[src/rtl/twi_txq_pkg.sv]
// Package: shared constants for the guarded transmit queue.
// Assumes slave event bit order is fixed by the bus engine that drives it.
package twi_txq_pkg;
    localparam int EV_GCALL    = 0;   // general call match
    localparam int EV_ADR_WR   = 1;   // own address, write
    localparam int EV_ADR_RD   = 2;   // own address, read
    localparam int EV_SLV_NACK = 3;   // NACK seen as slave transmitter
    localparam int N_SLV_EV    = 4;
    localparam int N_ERR_EV    = 6;
endpackage

[src/rtl/twi_txq_store.sv]
// Module: circular byte storage with level tracking.
// Does: holds up to DEPTH bytes, presents the oldest, fills with all-ones
// when empty. Assumes flush has priority over push/pop; gates push on full
// and pop on empty itself.
module twi_txq_store #(
    parameter int DEPTH = 8,
    parameter int DW    = 8,
    localparam int PTRW = (DEPTH > 1) ? $clog2(DEPTH) : 1,
    localparam int LVLW = $clog2(DEPTH + 1)
) (
    input  logic            clk,
    input  logic            rst_n,
    input  logic            flush,
    input  logic            push,
    input  logic [DW-1:0]   wdata,
    input  logic            pop,
    output logic [DW-1:0]   head,
    output logic [LVLW-1:0] level,
    output logic            empty,
    output logic            full
);
    logic [DW-1:0]   mem [DEPTH];
    logic [PTRW-1:0] wr_ptr, rd_ptr;
    logic            push_ok, pop_ok;

    function automatic logic [PTRW-1:0] wrap_inc(input logic [PTRW-1:0] p);
        return (p == PTRW'(DEPTH - 1)) ? '0 : p + 1'b1;
    endfunction

    // Qualify requests against occupancy and flush.
    always_comb begin
        empty   = (level == '0);
        full    = (level == LVLW'(DEPTH));
        push_ok = push && !full && !flush;
        pop_ok  = pop && !empty && !flush;
        head    = empty ? {DW{1'b1}} : mem[rd_ptr];
    end

    // Storage write; contents need no reset.
    always_ff @(posedge clk) begin
        if (push_ok) mem[wr_ptr] <= wdata;
    end

    // Pointer and level bookkeeping.
    always_ff @(posedge clk) begin
        if (!rst_n || flush) begin
            wr_ptr <= '0;
            rd_ptr <= '0;
            level  <= '0;
        end else begin
            if (push_ok) wr_ptr <= wrap_inc(wr_ptr);
            if (pop_ok)  rd_ptr <= wrap_inc(rd_ptr);
            case ({push_ok, pop_ok})
                2'b10:   level <= level + 1'b1;
                2'b01:   level <= level - 1'b1;
                default: level <= level;
            endcase
        end
    end
endmodule

[src/rtl/twi_txq_lock.sv]
// Module: auto-flush decision and lockout flag.
// Does: qualifies each slave event by its disable bit, adds the
// unmaskable errors, raises flush and lockout, and gates host writes.
// Assumes events are single-cycle pulses from the bus engine.
module twi_txq_lock #(
    parameter int N_SLV = 4,
    parameter int N_ERR = 6
) (
    input  logic             clk,
    input  logic             rst_n,
    input  logic             enable,
    input  logic             host_wr,
    input  logic             sw_flush,
    input  logic [N_SLV-1:0] slv_ev,
    input  logic [N_SLV-1:0] slv_dis,
    input  logic [N_ERR-1:0] err_ev,
    input  logic             clr_lock,
    output logic             flush,
    output logic             push_req,
    output logic             lock_flag
);
    logic [N_SLV-1:0] slv_hit;
    logic             auto_hit;

    // One qualifier per maskable event.
    for (genvar i = 0; i < N_SLV; i++) begin : g_qual
        assign slv_hit[i] = slv_ev[i] && !slv_dis[i];
    end

    // Combine event sources into flush and write gating.
    always_comb begin
        auto_hit = enable && ((|slv_hit) || (|err_ev));
        flush    = !enable || sw_flush || auto_hit;
        push_req = enable && host_wr && !lock_flag && !flush;
    end

    // Lockout flag: set by auto-flush, set beats firmware clear.
    always_ff @(posedge clk) begin
        if (!rst_n)        lock_flag <= 1'b0;
        else if (auto_hit) lock_flag <= 1'b1;
        else if (clr_lock) lock_flag <= 1'b0;
    end
endmodule

[src/rtl/twi_txq_flags.sv]
// Module: underflow flag, threshold interrupt and read-ready indication.
// Does: records engine loads from an empty queue, compares level to the
// threshold and decides the acknowledge of a slave read request.
module twi_txq_flags #(
    parameter int LVLW = 4
) (
    input  logic            clk,
    input  logic            rst_n,
    input  logic            enable,
    input  logic            eng_load,
    input  logic            empty,
    input  logic            clr_unf,
    input  logic [LVLW-1:0] level,
    input  logic [LVLW-1:0] thresh,
    input  logic            stretch_dis,
    output logic            unf_flag,
    output logic            thr_irq,
    output logic            ack_rd
);
    logic unf_set;

    // Level comparison and preload readiness.
    always_comb begin
        unf_set = enable && eng_load && empty;
        thr_irq = enable && (level <= thresh);
        ack_rd  = !stretch_dis || !empty;
    end

    // Sticky underflow flag, set beats clear.
    always_ff @(posedge clk) begin
        if (!rst_n)       unf_flag <= 1'b0;
        else if (unf_set) unf_flag <= 1'b1;
        else if (clr_unf) unf_flag <= 1'b0;
    end
endmodule

[src/rtl/twi_txq_guard.sv]
// Module: guarded transmit byte queue (top).
// Does: joins storage, flush/lockout control and status flags.
// Assumes all inputs are synchronous to clk.
module twi_txq_guard
    import twi_txq_pkg::*;
#(
    parameter int DEPTH = 8,
    parameter int DW    = 8,
    localparam int LVLW = $clog2(DEPTH + 1)
) (
    input  logic                clk,
    input  logic                rst_n,
    input  logic                enable,
    input  logic                host_wr,
    input  logic [DW-1:0]       host_wdata,
    input  logic                sw_flush,
    input  logic                eng_load,
    input  logic                eng_sent,
    input  logic [N_SLV_EV-1:0] slv_ev,
    input  logic [N_SLV_EV-1:0] slv_dis,
    input  logic [N_ERR_EV-1:0] err_ev,
    input  logic                clr_lock,
    input  logic                clr_unf,
    input  logic [LVLW-1:0]     thresh,
    input  logic                stretch_dis,
    output logic [DW-1:0]       head_data,
    output logic [LVLW-1:0]     level,
    output logic                empty,
    output logic                full,
    output logic                lock_flag,
    output logic                unf_flag,
    output logic                thr_irq,
    output logic                ack_rd
);
    logic flush, push_req;

    // Flush and lockout control.
    twi_txq_lock #(.N_SLV(N_SLV_EV), .N_ERR(N_ERR_EV)) u_lock (
        .clk(clk), .rst_n(rst_n), .enable(enable), .host_wr(host_wr),
        .sw_flush(sw_flush), .slv_ev(slv_ev), .slv_dis(slv_dis),
        .err_ev(err_ev), .clr_lock(clr_lock), .flush(flush),
        .push_req(push_req), .lock_flag(lock_flag)
    );

    // Byte storage.
    twi_txq_store #(.DEPTH(DEPTH), .DW(DW)) u_store (
        .clk(clk), .rst_n(rst_n), .flush(flush), .push(push_req),
        .wdata(host_wdata), .pop(eng_sent), .head(head_data),
        .level(level), .empty(empty), .full(full)
    );

    // Status flags.
    twi_txq_flags #(.LVLW(LVLW)) u_flags (
        .clk(clk), .rst_n(rst_n), .enable(enable), .eng_load(eng_load),
        .empty(empty), .clr_unf(clr_unf), .level(level), .thresh(thresh),
        .stretch_dis(stretch_dis), .unf_flag(unf_flag), .thr_irq(thr_irq),
        .ack_rd(ack_rd)
    );
endmodule

[config.mk]
export PLATFORM = sky130hd
export DESIGN_NAME = twi_txq_guard
export DESIGN_NICKNAME = d
export VERILOG_FILES = /design/src/rtl/twi_txq_pkg.sv /design/src/rtl/twi_txq_store.sv /design/src/rtl/twi_txq_lock.sv /design/src/rtl/twi_txq_flags.sv /design/src/rtl/twi_txq_guard.sv
export SDC_FILE = /design/constraint.sdc
export NUM_CORES = 1
export LEC_CHECK = 0
export BUFFER_PORTS_ARGS = -buffer_cell sky130_fd_sc_hd__buf_2
export CORE_MARGIN = 4
export CORE_UTILIZATION = 35
export DETAILED_ROUTE_END_ITERATION = 12
export MAX_ROUTING_LAYER = met4
export PLACE_DENSITY = 0.64
export SYNTH_ARGS = -nofsm -noshare
export SYNTH_HDL_FRONTEND = slang
export SYNTH_SLANG_ARGS = --single-unit
[constraint.sdc]
create_clock -name clk -period 5.6 [get_ports clk]
set_clock_uncertainty 0.2 [all_clocks]
set_input_delay 0.28 -clock clk [delete_from_list [all_inputs] [get_ports clk]]
set_output_delay 0.28 -clock clk [all_outputs]
set_load 0.05 [all_outputs]
## After elaboration in Yosys (flattened, before gate mapping)

Memory sizes are Yosys's and may differ from the RTL's. A register that Yosys moved wholly into a read port is not among the register bits.
Index checks and enable logic that the tools add are counted.

- Memories kept: 1
- Register bits after elaboration: 12
- Logic and storage cells: 65
- Bits in writable memories: 64

- Multiplexer cells: 12
- $add $sub $neg: 4
- Order comparisons: 1
- Reductions and logical operators: 37
- Eq/ne operators: 5

Memories:

| memory | depth | width | rd ports | clocked after memory_dff | wr ports | RTL line | RTL |
|---|---|---|---|---|---|---|---|
| u_store.mem | 8 | 8 | 1 | 1 | 1 | twi_txq_store.sv:22 | `logic [DW-1:0] mem [DEPTH];` |

Operators by type and width:

| operator | number |
|---|---|
| 1-bit logical AND | 15 |
| 3-bit 2-to-1 mux | 4 |
| 1-bit logical NOT | 11 |
| 8-bit 2-to-1 mux | 1 |
| 4-bit case mux with 2 select lines | 1 |
| 3-bit by 1-bit adder with 3-bit output (second input constant) | 2 |
| 3-bit equality test (second input constant) | 2 |
| 1-bit 2-to-1 mux | 6 |
| 2-bit nonzero test | 3 |
| 6-bit OR reduction | 1 |
| 1-bit logical OR | 5 |
| 4-bit by 1-bit adder with 4-bit output (second input constant) | 1 |
| 4-bit equality test (second input constant) | 1 |
| 4-bit less-or-equal comparator | 1 |
| 4-bit logical NOT | 1 |
| 4-bit OR reduction | 1 |
| 4-bit by 1-bit subtractor with 4-bit output (second input constant) | 1 |
| 2-bit by 1-bit equality test with 1-bit output (second input constant) | 1 |
| 2-bit equality test (second input constant) | 1 |

## Depth between registers and ports, before layout

Gate-level depths: netlist of run 1.

- Depth after elaboration: 12
- Depth in mapped cells: 11

## Hierarchy

A second synthesis of run 1 with hierarchy kept.

- Cells, all modules: 221
- Area, all modules: 3,490.8 µm²

By module, submodules not included:

| module | area an instance (µm²) | cells each | instances | sequential area each (µm²) |
|---|---|---|---|---|
| twi_txq_store | 3,189.3 | 184 | 1 | 2,182.1 |
| twi_txq_flags | 155.1 | 19 | 1 | 20.0 |
| twi_txq_lock | 146.4 | 18 | 1 | 20.0 |

## Least setup slack after synthesis of run 1

OpenSTA, ideal clock, no wires.

- Path type: register -> register
- Start: reg u_store.level[1]
- End: reg u_store.level[3]
- Library setup time: 0.072 ns
- Setup slack: 1.023 ns
- Path buffers: 1
- Required time: 5.328 ns
- Data arrival time: 4.305 ns
- Cell stages (with the launch flop): 9
- Cell sequence: dfxtp_1 clkbuf_1 nor4b_1 nor3_2 nand3_2 ha_1 or4b_2 a31o_2 a21oi_1

- Word-level cells in the longest chain between the ends: 6
- Elaborated cells on any way between the ends: 14
- Those cells by class: add/sub (2); eq/ne (3); mux (1); reduce/logical (8)

Ends and longest elaborated chain:

| item | RTL line | RTL |
|---|---|---|
| start: declaration | twi_txq_store.sv:18 | `output logic [LVLW-1:0] level,` |
| start signal: assignment | twi_txq_store.sv:54 | `2'b10: level <= level + 1'b1;` |
| start signal: assignment | twi_txq_store.sv:55 | `2'b01: level <= level - 1'b1;` |
| start signal: assignment | twi_txq_store.sv:56 | `default: level <= level;` |
| 4-bit equality test * | twi_txq_store.sv:33 | `full = (level == LVLW'(DEPTH));` |
| via full | twi_txq_guard.sv:29 | `output logic full,` |
| 1-bit logical NOT * | twi_txq_store.sv:34 | `push_ok = push && !full && !flush;` |
| 1-bit logical AND * (2 in a row) | twi_txq_store.sv:34 |  |
| 2-bit by 1-bit equality test with 1-bit output / 2-bit equality test (equally long branches) | twi_txq_store.sv:53 | `case ({push_ok, pop_ok})` |
| 4-bit case mux with 2 select lines / 2-bit nonzero test (equally long branches) | - |  |

The timed path passes the listed nets; every way through them passes the cells marked *.
A chain may end at the register's enable or synchronous reset.

## Worst setup path after layout of run 1

- Start: reg u_store.level[2]
- End: reg u_store.level[3]

- Word-level cells in the longest chain between the ends: 6
- Elaborated cells on any way between the ends: 14
- Those cells by class: add/sub (2); eq/ne (3); mux (1); reduce/logical (8)

Ends and longest elaborated chain:

| item | RTL line |
|---|---|
| 4-bit equality test / 4-bit logical NOT (equally long branches) | twi_txq_store.sv:33, twi_txq_store.sv:32 |
| 1-bit logical NOT, on equally long branches | twi_txq_store.sv:34, twi_txq_store.sv:35 |
| 1-bit logical AND, on equally long branches (2 in a row) | twi_txq_store.sv:34, twi_txq_store.sv:35 |
| 2-bit by 1-bit equality test with 1-bit output / 2-bit equality test (equally long branches) | twi_txq_store.sv:53 |
| 4-bit case mux with 2 select lines / 2-bit nonzero test (equally long branches) | - |

Several ways; a longest one is shown, not always the timed one.

==> results of run 1 <==
-- synthesized netlist by cell type --
cell type and n:
mux4_2 16, inv_1 9, nand3_1 2, nand4_1 3, ha_1 11, buf_2 2
nor2b_1 6, nand3_2 2, xor2_1 3, clkbuf_1 3, o221a_1 1, a21oi_1 8
dfxtp_1 15, nor3_1 4, a32oi_1 1, buf_1 2, nor2_1 10, and3_1 1
a211oi_1 1, nand2b_1 5, or4_1 1, nor4_1 1, nor4b_2 1, nand4b_1 2
mux2i_1 10, nor4b_1 1, nand2_1 18, o21a_1 1, or3_1 2, nand3b_1 1
a31oi_1 1, or4b_2 1, or4_4 1, nor3_2 1, a2111oi_4 1, a31o_2 1
o21ai_0 3, edfxtp_1 64
-- state kept, by name, summed over array words and instances (netlist names), named ones only --
| register | flops |
|---|---|
| u_store.mem | 64 |
| u_store.level | 4 |
| u_store.rd_ptr | 3 |
| u_store.wr_ptr | 3 |
| u_flags.unf_flag | 1 |
| u_lock.lock_flag | 1 |
-- power breakdown --
part / switching (uW) / total [uW] / internal [uW] / leakage [uW]
Clock: 225 / 441 / 215 / 0.000103
Combinational: 22.4 / 39.9 / 17.5 / 0.000607
Sequential: 0.610 / 634 / 633 / 0.000696
-- worst register-to-register path, cell delays in order, from the launching register on --
cell and delay [ns]:
dfxtp_1 0.39, or4_1 0.84, nand2_1 0.30, nor2_1 0.09
ha_1 0.36, or4b_2 0.71, a31o_2 0.22, a21oi_1 0.12
-- per-layer routing --
| metal | part of all wire [%] | vias to the layer above | wire [um] | global-route usage [%] |
|---|---|---|---|---|
| li1 | - | 970 | - | - |
| met4 | 1.5 | 0 | 97 | 4.20 |
| met3 | 3.5 | 7 | 231 | 3.28 |
| met1 | 45 | 950 | 2910 | 15.7 |
| met2 | 50 | 34 | 3280 | 20.1 |
| met5 | 0 | - | 0 | - |
-- area by class of cell --
type | count | area share [%]
Sequential cell | 79 | 54.2
Inverter | 9 | 0.823
Clock inverter | 7 | 2.04
Multi-Input combinational cell | 121 | 27.4
Timing Repair Buffer | 63 | 8.66
Clock buffer | 9 | 3.02
Tap cell | 129 | 3.93
-- through the flow --
| stage | std cells | hold slack [ns] | total power [uW] | worst slack, ns | cell area (um2) |
|---|---|---|---|---|---|
| floorplan | 216 | 0.179 | 663 | 1.02 | 3400 |
| detailed placement | 395 | 0.277 | 685 | 2.13 | 3830 |
| global route | 417 | 0.00276 | 1160 | 2.14 | 4100 |
| global placement | 395 | 0.266 | 683 | 2.20 | 3830 |
| CTS | 414 | 0.00129 | 1120 | 2.30 | 4070 |
| finish | 417 | 0.0108 | 1110 | 2.29 | 4100 |
-- worst paths after layout --
check                                        from                 to  slack (ns)  depth (start not counted)
worst max-delay path             u_store.level[2]   u_store.level[3]        2.29                          7
worst min-delay path                host_wdata[4]  u_store.mem[5][4]        0.01                          1
worst max register to register   u_store.level[2]   u_store.level[3]        2.29                          7
worst min register to register  u_store.rd_ptr[1]               flop        0.28                          2
-- repair_timing --
item                                   4_1_cts  5_1_grt
hold buffers                                 3        3
endpoints found under the hold margin       17        8
resized for setup                            0        0
-- cells by family (layout without fill, tap and decap cells) --
kind of cell | Yosys count | in the layout | share of synthesized area (%)
adders and majority gates | 11 | 11 | 4.05
buffers and inverters | 16 | 88 | 1.84
muxes | 26 | 26 | 13.6
xor gates and xnor gates | 3 | 3 | 0.774
AOI/OAI and AO/OA | 18 | 18 | 3.90
DFF | 79 | 79 | 65.4
and+or+nand+nor | 63 | 63 | 10.5
==> results.cfg, run 1 <==
[clocking]
worstSkewPairLatency_ns = 0.35
cts.sink_count = 79
cts_buffer_depth = 2
path_clk_slew_ns = 0.09
h-tree-depth = 3
root_buffer = clkbuf_8
post_cts_buffers = 0
cts_tree = built
cts_inserted_buffers = 9

[floorplan]
fp-row-count = 35
initial_utilization_pct = 36.4
dieWidth_um = 107
die-height_um = 107
core_um2 = 9330
pin_count = 54
dieArea_um2 = 11300

[finish]
final_nets = 330
syn2layout_area_growth_pct = 20.8
nFillCells = 832
final_cell_mix = 64 x edfxtp_1, 53 x buf_2, 18 x nand2_1
multi_input_area_um2 = 1120
utilization_pct = 44.0
regArea_um2 = 2220
n_antenna_cell = 0
drive_gt1_share_pct = 34.4
mostFrequentLayoutCell = edfxtp_1

[timing]
worst_pin_slew_ns = 0.923
layout_min_cycle_time_ns = 3.31
hold_viol = 0
fmax_ghz = 0.302
setup_tns_ns = 0
period_share_pct = 59.1
setup_viol = 0
relSlewSlack_pct = 38.2
rsz0062_at_grt = false
slew_viol_final = 0

[drt]
wl_per_cell_um = 15.6
drtAntennaViolNets = 0
first_iter_violations = 71
num_vias = 1961
drc = 0
avgViaCountPerCell = 4.70
wl_um = 6510
first_pass_iters = 4

[power_and_ir_drop]
power_leakage_uw = 0.00141
vdd_ir_drop_max_uv = 103
power_density_nw_per_um2 = 272

[worst_setup_path]
critPathTopFamily = simple AND/OR/NAND/NOR gates
crit_buf_inv = 0
required_ns = 5.68
start_kind = flop
cp_max_fo = 12
cpPeakStageDelay_ns = 0.84
cpMaxStageDelayCell = or4_1
crit_chain = or4_1 -> nand2_1 -> nor2_1 -> ha_1 -> or4b_2 -> a31o_2 -> a21oi_1
crit_path_end_kind = flop
crit_type = reg -> reg
cp.arrival_ns = 3.39

[yosys]
syn-num-nets = 263
ys_ff_latch = 79
yosysTopAreaCellShare_pct = 56.6
synth_area_leaders = edfxtp_1 57%, mux4_2 11%, dfxtp_1 8.8%, ha_1 4.1%, mux2i_1 2.9%
syn_area_um2 = 3400
syn_area_per_cell_um2 = 15.7
synth_cell_types = 38
ys_seq_area_share_pct = 65.4
yosysTopAreaCell = edfxtp_1
yosys_warnings = 0
synthCells = 216

[global_route]
grt_remaining_overflow = 0
grt_usage_pct = 12.6
antenna_found_initial = 0
grt_max_degree = 17
first_global_vias = 2012
grt_pass1_wl_um = 10400

[hold_path]
hp-class = in -> reg

[placed_design]
hpwl_um = 4470
gp_congestion = 0.757
portBuffers = 53

[outcome]
status = finished, final reports clean

[job]
maxCapViolCount = 0
(Power assumes the default switching activity.)
==> inputs of run 2 (changes only) <==
--- a/config.mk
+++ b/config.mk
@@ -10,7 +10,7 @@
 export CORE_UTILIZATION = 35
 export DETAILED_ROUTE_END_ITERATION = 12
 export MAX_ROUTING_LAYER = met4
-export PLACE_DENSITY = 0.64
+export PLACE_DENSITY = 0.66
 export SYNTH_ARGS = -nofsm -noshare
 export SYNTH_HDL_FRONTEND = slang
 export SYNTH_SLANG_ARGS = --single-unit
==> constraint.sdc (replaced) <==
create_clock -name clk -period 2.68 [get_ports clk]
set_clock_uncertainty 0.2 [all_clocks]
set_input_delay 0.134 -clock clk [delete_from_list [all_inputs] [get_ports clk]]
set_output_delay 0.134 -clock clk [all_outputs]
set_load 0.05 [all_outputs]
==> run 2 against run 1 <==
  * Register-to-register slack lost 2.2 ns
  * Routed wire length is 3.3% higher
  * Sequential share of layout area is 3.1 points lower
  * Worst setup slack got worse by 2.2 ns
  * Critical endpoint is now u_store.level[2]
  * Critical path type unchanged
  * Design area is 6.4% higher
  * Largest power group unchanged
  * Via count is 9.0% higher
  * Power grew 100%
  * Fmax up 29%
==> results.cfg, run 2 (same netlist as run 1, synthesis figures left out) <==
[worst_setup_path]
crit_type = reg -> reg
timing.critical_path.to = u_store.level[2]
timing.rr.end = u_store.level[2]
worstRegToRegCells = 11
r2r-start = u_store.level[2]
crit_path_end_kind = flop
required_ns = 2.75
cp-startpoint = u_store.level[2]
start_kind = flop
reg2reg_slack_ns = 0.11
cp.arrival_ns = 2.64
cp_max_fo = 2

[outcome]
status = finished, final reports clean

[finish]
regArea_um2 = 2230
finish.instance_area_um2 = 4370
final_cell_mix = 64 x edfxtp_1, 53 x buf_2, 24 x buf_4
reg_top3 = u_store.mem: 64 flops, u_store.level: 4 flops
final_cells = 444
top_register = u_store.mem
drive_gt1_share_pct = 40.3
nFillCells = 819
multi_input_area_um2 = 1180
final_nets = 357
n_antenna_cell = 0
largest_reg_flops = 64
syn2layout_area_growth_pct = 28.5
mostFrequentLayoutCell = edfxtp_1

[timing]
hold_viol = 0
worst_pin_slew_ns = 0.590
period_share_pct = 95.7
relSlewSlack_pct = 60.6
layout_min_cycle_time_ns = 2.57
slew_viol_final = 0
rsz0062_at_grt = false
fmax_ghz = 0.390
setup_viol = 0

[clocking]
h-tree-depth = 3
path_clk_slew_ns = 0.09
root_buffer = clkbuf_8
cts.sink_count = 79
cts_tree = built
cts_inserted_buffers = 9
post_cts_buffers = 0
cts_buffer_depth = 2
worstSkewPairLatency_ns = 0.34

[placed_design]
gp_congestion = 0.775
dp.cells = 415
placed_area_um2 = 4040
hpwl_um = 4510
portBuffers = 53

[floorplan]
initial_utilization_pct = 36.4
core_um2 = 9330
dieArea_um2 = 11300
pin_count = 54
dieWidth_um = 107
die-height_um = 107
fp-row-count = 35

[global_route]
first_global_vias = 2106
grt_usage_pct = 12.7
antenna_found_initial = 0
grt_max_degree = 17
grt_remaining_overflow = 0
grt_pass1_wl_um = 10700

[drt]
drc = 0
num_vias = 2138
avgViaCountPerCell = 4.82
wl_um = 6730
drtAntennaViolNets = 0
wl_per_cell_um = 15.2
first_iter_violations = 97
first_pass_iters = 6

[hold_path]
min_from = host_wr
hp-class = in -> reg

[job]
maxCapViolCount = 0

[power_and_ir_drop]
vdd_ir_drop_max_uv = 285
power_density_nw_per_um2 = 512
power_leakage_uw = 0.00153
## run 2: cell types whose count changed in the layout (fill, tap and decap cells not counted), moves of 2 or more
cell,change
dfxtp_2,+3
buf_4,+20
dlygate4sd3_1,+7
dfxtp_1,-4
ha_1,-2
nor3_2,-3
ha_4,+2
nor3_1,+2
## run 2: area by class of cell
class / instances / share of cell area, %
tap: 129 / 3.70
inverter: 9 / 0.774
sequential: 79 / 51.1
multi-input combinational: 121 / 27.0
clock buffer: 9 / 2.84
timing repair buffer: 90 / 13.2
clock inverter: 7 / 1.40
## run 2: worst min-delay path by stage
stage	endpoint	slack, ns	cells past startpoint
after CTS	u_store.wr_ptr[1]	0.06	5
after detailed placement	u_lock.lock_flag	0.20	2
after floorplan	u_store.mem[0][0]	0.03	0
after global routing	u_store.wr_ptr[1]	0.12	5
final	u_store.wr_ptr[1]	0.07	5
after global placement	u_lock.lock_flag	0.20	2
## run 2: critical path: stages, from the launching register on
cell and delay, ns:
dfxtp_2 0.33, or4_4 0.53, nand2_2 0.10, nor2_1 0.04
buf_4 0.14, ha_4 0.15, xor2_1 0.15, ha_1 0.19
a21oi_2 0.13, xor2_1 0.08, or3_1 0.30, a21oi_1 0.13
## run 2: repair_timing
| item | in CTS | in global routing |
|---|---|---|
| setup endpoints to repair | 0 | 1 |
| hold buffers | 13 | 0 |
| endpoints found under the hold margin | 77 | 0 |
| resized for setup | 0 | 3 |
## run 2: stage by stage
stage	util (%)	power (uW)	worst slack [ns]	setup TNS [ns]	hold WS [ns]
4_1_cts	46.7	2250	0.0513	0	0.0625
3_5_place_dp	43.3	1430	-0.128	-0.207	0.202
3_3_place_gp	43.3	1430	-0.0714	-0.109	0.204
6_report	46.8	2240	0.115	0	0.0668
2_1_floorplan	-	1390	-0.183	-0.340	0.0329
5_1_grt	46.8	2310	0.00420	0	0.118
## run 2: metal layers
| metal | up-vias | part of all wire [%] | wire length [um] | global-route usage, % |
|---|---|---|---|---|
| li1 | 1029 | - | - | - |
| met2 | 62 | 49 | 3310 | 20.9 |
| met1 | 1040 | 45 | 3010 | 15.6 |
| met4 | 0 | 1.4 | 91 | 4.66 |
| met3 | 7 | 4.7 | 313 | 2.61 |
| met5 | - | 0 | 0 | - |
## run 2: where the power goes
| part | leakage [uW] | total [uW] | switching, uW | internal, uW |
|---|---|---|---|---|
| Clock | 0.0000888 | 818 | 464 | 354 |
| Sequential | 0.000699 | 1320 | 1.56 | 1320 |
| Combinational | 0.000741 | 94.3 | 48.8 | 45.5 |
| Total | 0.00153 | 2240 | 514 | 1720 |
